==> src/rtl/dafilt_pkg.sv <==
// Package: shared sizes for the destination address filter.
// Assumes a standard 6-byte Ethernet address and a 6-bit hash.
package dafilt_pkg;
    localparam int unsigned ADDR_BYTES = 6;
    localparam int unsigned BYTE_W     = 8;
    localparam int unsigned HASH_W     = 6;
endpackage

==> src/rtl/dafilt_seq.sv <==
// Byte sequencer: tracks which address byte is on the input.
// frm_start with byte_vld forces position 0. After the last byte the
// sequencer goes idle and ignores bytes until the next start.
module dafilt_seq #(
    parameter int unsigned NB = dafilt_pkg::ADDR_BYTES,
    localparam int unsigned IW = (NB > 1) ? $clog2(NB) : 1
) (
    input  logic          clk,
    input  logic          rst_n,
    input  logic          frm_start,
    input  logic          byte_vld,
    output logic          take,
    output logic          first,
    output logic          last,
    output logic [IW-1:0] idx
);
    logic          active;
    logic [IW-1:0] pos;

    // Current byte position and qualifiers for this cycle.
    always_comb begin
        idx   = frm_start ? '0 : pos;
        take  = byte_vld && (frm_start || active);
        first = take && frm_start;
        last  = take && (idx == IW'(NB - 1));
    end

    // Advance the position on each taken byte; go idle after the last one.
    always_ff @(posedge clk) begin
        if (!rst_n) begin
            active <= 1'b0;
            pos    <= '0;
        end else if (take) begin
            if (last) begin
                active <= 1'b0;
                pos    <= '0;
            end else begin
                active <= 1'b1;
                pos    <= idx + IW'(1);
            end
        end
    end
endmodule

==> src/rtl/dafilt_match.sv <==
// Address classifier: accumulates exact-match, all-ones and group-bit
// flags across the address bytes. The *_now outputs already include the
// byte on the input this cycle. Assumes idx only selects valid bytes when
// take is high.
module dafilt_match #(
    parameter int unsigned NB = dafilt_pkg::ADDR_BYTES,
    parameter int unsigned BW = dafilt_pkg::BYTE_W,
    localparam int unsigned IW = (NB > 1) ? $clog2(NB) : 1,
    localparam int unsigned NS = 1 << IW
) (
    input  logic           clk,
    input  logic           rst_n,
    input  logic [BW-1:0]  byte_in,
    input  logic [NB*BW-1:0] stn_addr,
    input  logic           take,
    input  logic           first,
    input  logic [IW-1:0]  idx,
    output logic           uc_now,
    output logic           bc_now,
    output logic           mc_now
);
    logic [NS-1:0] eq_vec;
    logic          eq_sel;
    logic          uc_acc, bc_acc, mc_r;

    // One comparator per station byte; unused slots never match.
    for (genvar k = 0; k < NS; k++) begin : g_cmp
        if (k < NB) begin : g_real
            assign eq_vec[k] = (stn_addr[k*BW +: BW] == byte_in);
        end else begin : g_pad
            assign eq_vec[k] = 1'b0;
        end
    end

    // Merge this cycle's byte with the flags gathered so far.
    always_comb begin
        eq_sel = eq_vec[idx];
        uc_now = (first ? 1'b1 : uc_acc) && eq_sel;
        bc_now = (first ? 1'b1 : bc_acc) && (byte_in == {BW{1'b1}});
        mc_now = first ? byte_in[0] : mc_r;
    end

    // Keep the flags for the next byte; a start restarts them.
    always_ff @(posedge clk) begin
        if (!rst_n) begin
            uc_acc <= 1'b0;
            bc_acc <= 1'b0;
            mc_r   <= 1'b0;
        end else if (take) begin
            uc_acc <= uc_now;
            bc_acc <= bc_now;
            mc_r   <= mc_now;
        end
    end
endmodule

==> src/rtl/dafilt_hash.sv <==
// Hash lookup: returns the filter-table bit selected by the hash index.
// The table is flat: index n selects bit n.
module dafilt_hash #(
    parameter int unsigned HW = dafilt_pkg::HASH_W,
    localparam int unsigned TB = 1 << HW
) (
    input  logic [TB-1:0] tbl,
    input  logic [HW-1:0] hidx,
    output logic          hit
);
    // Single-bit select from the table.
    always_comb hit = tbl[hidx];
endmodule

==> src/rtl/rx_dest_filter.sv <==
// Destination address filter top. Combines the exact-match, broadcast,
// hash-multicast and promiscuous paths, and registers the decision one
// cycle after the last address byte. Assumes hash_idx is valid with the
// last byte.
module rx_dest_filter #(
    parameter int unsigned NB = dafilt_pkg::ADDR_BYTES,
    parameter int unsigned BW = dafilt_pkg::BYTE_W,
    parameter int unsigned HW = dafilt_pkg::HASH_W,
    localparam int unsigned AW = NB * BW,
    localparam int unsigned TB = 1 << HW,
    localparam int unsigned IW = (NB > 1) ? $clog2(NB) : 1
) (
    input  logic          clk,
    input  logic          rst_n,
    input  logic          frm_start,
    input  logic          byte_vld,
    input  logic [BW-1:0] byte_in,
    input  logic [AW-1:0] stn_addr,
    input  logic [TB-1:0] mcast_tbl,
    input  logic [HW-1:0] hash_idx,
    input  logic          cfg_bcast_en,
    input  logic          cfg_mcast_en,
    input  logic          cfg_promisc,
    output logic          accept,
    output logic          done
);
    logic          take, first, last;
    logic [IW-1:0] idx;
    logic          uc_now, bc_now, mc_now, hit;
    logic          verdict;

    dafilt_seq #(.NB(NB)) u_seq (
        .clk(clk), .rst_n(rst_n), .frm_start(frm_start), .byte_vld(byte_vld),
        .take(take), .first(first), .last(last), .idx(idx)
    );

    dafilt_match #(.NB(NB), .BW(BW)) u_match (
        .clk(clk), .rst_n(rst_n), .byte_in(byte_in), .stn_addr(stn_addr),
        .take(take), .first(first), .idx(idx),
        .uc_now(uc_now), .bc_now(bc_now), .mc_now(mc_now)
    );

    dafilt_hash #(.HW(HW)) u_hash (
        .tbl(mcast_tbl), .hidx(hash_idx), .hit(hit)
    );

    // OR of the four gated acceptance paths.
    always_comb begin
        verdict = uc_now
                | (bc_now && cfg_bcast_en)
                | (mc_now && !bc_now && cfg_mcast_en && hit)
                | (!bc_now && cfg_promisc);
    end

    // Register the strobe and capture the decision on the last byte.
    always_ff @(posedge clk) begin
        if (!rst_n) begin
            done   <= 1'b0;
            accept <= 1'b0;
        end else begin
            done <= last;
            if (last) accept <= verdict;
        end
    end
endmodule

==> config.mk <==
export PLATFORM = sky130hd
export DESIGN_NAME = rx_dest_filter
export DESIGN_NICKNAME = d
export VERILOG_FILES = /design/src/rtl/dafilt_pkg.sv /design/src/rtl/dafilt_seq.sv /design/src/rtl/dafilt_match.sv /design/src/rtl/dafilt_hash.sv /design/src/rtl/rx_dest_filter.sv
export SDC_FILE = /design/constraint.sdc
export NUM_CORES = 1
export LEC_CHECK = 0
export ABC_AREA = 1
export CAP_MARGIN = 20
export CORE_UTILIZATION = 38
export CTS_CLUSTER_SIZE = 28
export DETAILED_ROUTE_END_ITERATION = 12
export PLACE_DENSITY = 0.87
export SETUP_SLACK_MARGIN = 0.15
export SKIP_LAST_GASP = 1
export SLEW_MARGIN = 20
export SYNTH_ARGS = -nofsm -noshare
export SYNTH_HDL_FRONTEND = slang
export SYNTH_SLANG_ARGS = --single-unit
==> constraint.sdc <==
create_clock -name clk -period 1.5 [get_ports clk]
set_input_delay 0.225 -clock clk [delete_from_list [all_inputs] [get_ports clk]]
set_output_delay 0.225 -clock clk [all_outputs]
set_load 0.01 [all_outputs]
==> flow_summary.yaml, run 1 <==
layout:
  nets: 727
  postLayoutCoreUtil: 0.7426
  fill_cells: 426
  antenna_cells: 0
  final_cell_mix: "nand2_1 (158), clkdlybuf4s50_1 (93), inv_1 (80)"
  drive_gt1_frac: 0.1472
  area_delta_synth_final_pct: 82.39
  layout_commonest_cell: "nand2_1"
synth:
  synthAdderAreaFrac: 0.01166
  synth_area_sq_um: 2146
  synth_mux_area_frac: 0
  synth-edff-count: 0
  seq_area_frac_synth: 0.08397
  ys.flop_type: "dfxtp_1"
  synth_top_family_by_area: "simple AND/OR/NAND/NOR gates"
  yosysUniqueCellTypes: 27
  syn_nets: 567
  avgSynthCellArea_sq_um: 4.967
  syn_inst: 432
  synthArstFlopShare: 0
  ys_ff_latch: 9
  synth_compound_area_frac: 0.04490
  synth_warnings: 0
  synth_xor_area_frac: 0.09796
  synth-simple-area-share: 0.5324
critical_path:
  critPathTopFamily: "simple AND/OR/NAND/NOR gates"
  crit_cells: 13
  crit_path_frequent_cell: "nand2_1"
  critPathBufInv: 2
  r2r_start: "u_seq.pos[0]"
  end_kind: "flip-flop"
  cp_slowest_cell: "dfxtp_2"
  path_max_fanout: 3
  endpoint: "u_match.uc_acc"
  arrival_ns: 1.54
  worstSetupPathType: "reg -> reg"
  start_kind: "flip-flop"
  r2r_setup_slack_ns: 0.14
  ff2ff_path_depth: 13
  worstPathRequired_ns: 1.68
  cp-startpoint: "u_seq.pos[0]"
  cp_cell_sequence: "nand2_4 -> buf_6 -> a21oi_2 -> nand2_1 -> nor2_1 -> nand3_1 -> nand2_1 -> nand2_1 -> nand2_2 -> nand2_1 -> nand2_1 -> nand3_1 -> inv_1"
  worstReg2RegEnd: "u_match.uc_acc"
  max_stage_delay_ns: 0.35
timing:
  post-route-min-period_ns: 1.356
  rsz0062_at_grt: "true"
  worstMarginPinSlew_ns: 0.2437
  finClkSkew_ns: 0.003377
  fin_ws_ns: 0.1436
  drv_slew: 0
  setup_viol: 0
  hold_viol_final: 0
  max_slew_margin: 0.8370
  fin_crit_sh: 0.9043
  tns_ns: 0
  max_freq_mhz: 737.2
run:
  maxCapViolCount: 0
power:
  ir_drop_uv: 264.2
  p_total_mw: 1.431
  p_leak_nw: 2.272
  power_density_nw_per_um2: 365.7
global_routing:
  grt-ovfl-total: 0
  grt_pass1_vias: 2967
  grt.total_usage: 0.2512
  antenna_found_initial: 0
  grt_pass1_wl_mm: 12.38
  grt_max_degree: 31
status:
  outcome: "finished, final reports clean"
die:
  rows: 26
  dieWidth_um: 77.15
  die_h_um: 77.15
  start_util: 0.4072
  fp.dieArea_sq_um: 5951
  coreArea_sq_um: 5270
  num_io_pins: 135
placed_design:
  routabilityCongestion: 0.9280
  portBuffers: 134
  place_ws_ns: -0.3985
  hpwl_mm: 6.304
clock_tree:
  clk_latency_ns: 0.23
  htreeDepth: 1
  cts_tree: "done"
  clock_path_buffers: 2
  cts_hold_buf: 0
  numCtsBuffers: 3
  clock_sink_count: 9
  cts_root_buf: "clkbuf_8"
  clkTransAtPathRegs_ns: 0.04
route:
  wire_per_inst_um: 12.03
  drc: 0
  route.vias.total: 3188
  routed_wirelength_mm: 7.954
  first_pass_iters: 5
  ant_nets: 0
  vias_per_cell: 4.823
  drt_iter0_markers: 125
min_path:
  hold_path_class: "reg -> reg"
## per-stage QoR
| stage | area, sq um | hold WS (ns) | std cells |
|---|---|---|---|
| 2_1_floorplan | 2146 | 0.3508 | 432 |
| 3_3_place_gp | 3722 | 0.4375 | 654 |
| 3_5_place_dp | 3722 | 0.4533 | 654 |
| 4_1_cts | 3812 | 0.4596 | 660 |
| 5_1_grt | 3914 | 0.4922 | 661 |
| 6_report | 3914 | 0.4659 | 661 |
## what timing repair did
| action | CTS | global route |
|---|---|---|
| setup endpoints to repair | 5 | 5 |
| buffers inserted | 1 | 1 |
| resized for setup | 40 | 54 |
| cloned | 1 | 0 |
| pin swaps | 9 | 35 |
## worst register-to-register path: stages, from the launching register on
cell and delay, ns:
dfxtp_2 0.35, nand2_4 0.07, buf_6 0.12, a21oi_2 0.10
nand2_1 0.06, nor2_1 0.10, nand3_1 0.09, nand2_1 0.08
nand2_1 0.06, nand2_2 0.07, nand2_1 0.05, nand2_1 0.05
nand3_1 0.06, inv_1 0.05
## synth_stat cells (4+ instances only)
master / instances / area share
nand2_2: 5 / 0.015
dfxtp_1: 9 / 0.084
inv_1: 82 / 0.14
xnor2_1: 19 / 0.078
inv_2: 7 / 0.012
buf_2: 4 / 0.0093
xor2_1: 5 / 0.020
buf_6: 6 / 0.031
o21ai_0: 7 / 0.016
buf_4: 8 / 0.028
nand3_1: 62 / 0.14
nor2_1: 31 / 0.054
a21oi_1: 6 / 0.014
nand2_1: 159 / 0.28
nand4_1: 5 / 0.015
## sequential cells by signal, summed over array words and instances (netlist names)
name and count:
u_match.mc_r 1, u_seq.pos 3, accept 1, u_match.uc_acc 1, u_seq.active 1, u_match.bc_acc 1, done 1
## cell families after synthesis
logic type,after synthesis
AND/OR/NAND/NOR,270
buffers and inverters,109
XOR/XNOR,24
AO/OA/AOI/OAI,18
flip-flops,9
adder cells (fa/ha/maj),2
## per-layer routing
metal / part of all wire / global-route usage / wire, um / vias to the layer above
li1: - / - / - / 1605
met1: 0.39 / 0.2837 / 3082 / 1384
met2: 0.51 / 0.4947 / 4042 / 182
met3: 0.088 / 0.02500 / 698 / 17
met4: 0.016 / 0.05660 / 130 / 0
met5: 0 / 0 / 0 / -
## report_power, final
group          leakage, nW  switching (mW)  internal, mW
logic                 2.18           0.385         0.511
registers           0.0737         0.00581         0.250
clock network       0.0228          0.0943         0.185
total                 2.27           0.485         0.946
## final cells by class
cell class | instances | area (sq um) | area share
Clock buffer | 4 | 45.04 | 0.01151
Tap cell | 70 | 87.58 | 0.02238
Sequential cell | 9 | 181.4 | 0.04636
Multi-Input combinational cell | 314 | 1554 | 0.3971
Timing Repair Buffer | 172 | 1689 | 0.4316
Inverter | 91 | 349.1 | 0.08919
Timing Repair inverter | 1 | 7.507 | 0.001918
## worst min-delay path by stage
stage / from / to / slack (ns) / depth (start not counted)
after floorplan: rst_n / u_match.uc_acc / 0.35 / 2
after global placement: u_match.bc_acc / u_match.bc_acc / 0.44 / 2
after detailed placement: u_match.bc_acc / u_match.bc_acc / 0.45 / 2
after CTS: u_match.bc_acc / u_match.bc_acc / 0.46 / 2
after global routing: u_match.bc_acc / u_match.bc_acc / 0.49 / 2
final: u_match.bc_acc / u_match.bc_acc / 0.47 / 2
Power figures use the tool's default switching activity.
==> run 2, diff against run 1 <==
Settings changed: CAP_MARGIN 20 to unset.
==> results of run 2 <==
The final DEF is identical to that of run 1; final timing and power are the same.
==> run 3, diff against run 2 <==
Settings changed: GPL_TIMING_DRIVEN set to 1.
==> results of run 3 <==
The final DEF is identical to that of run 1; final timing and power are the same.
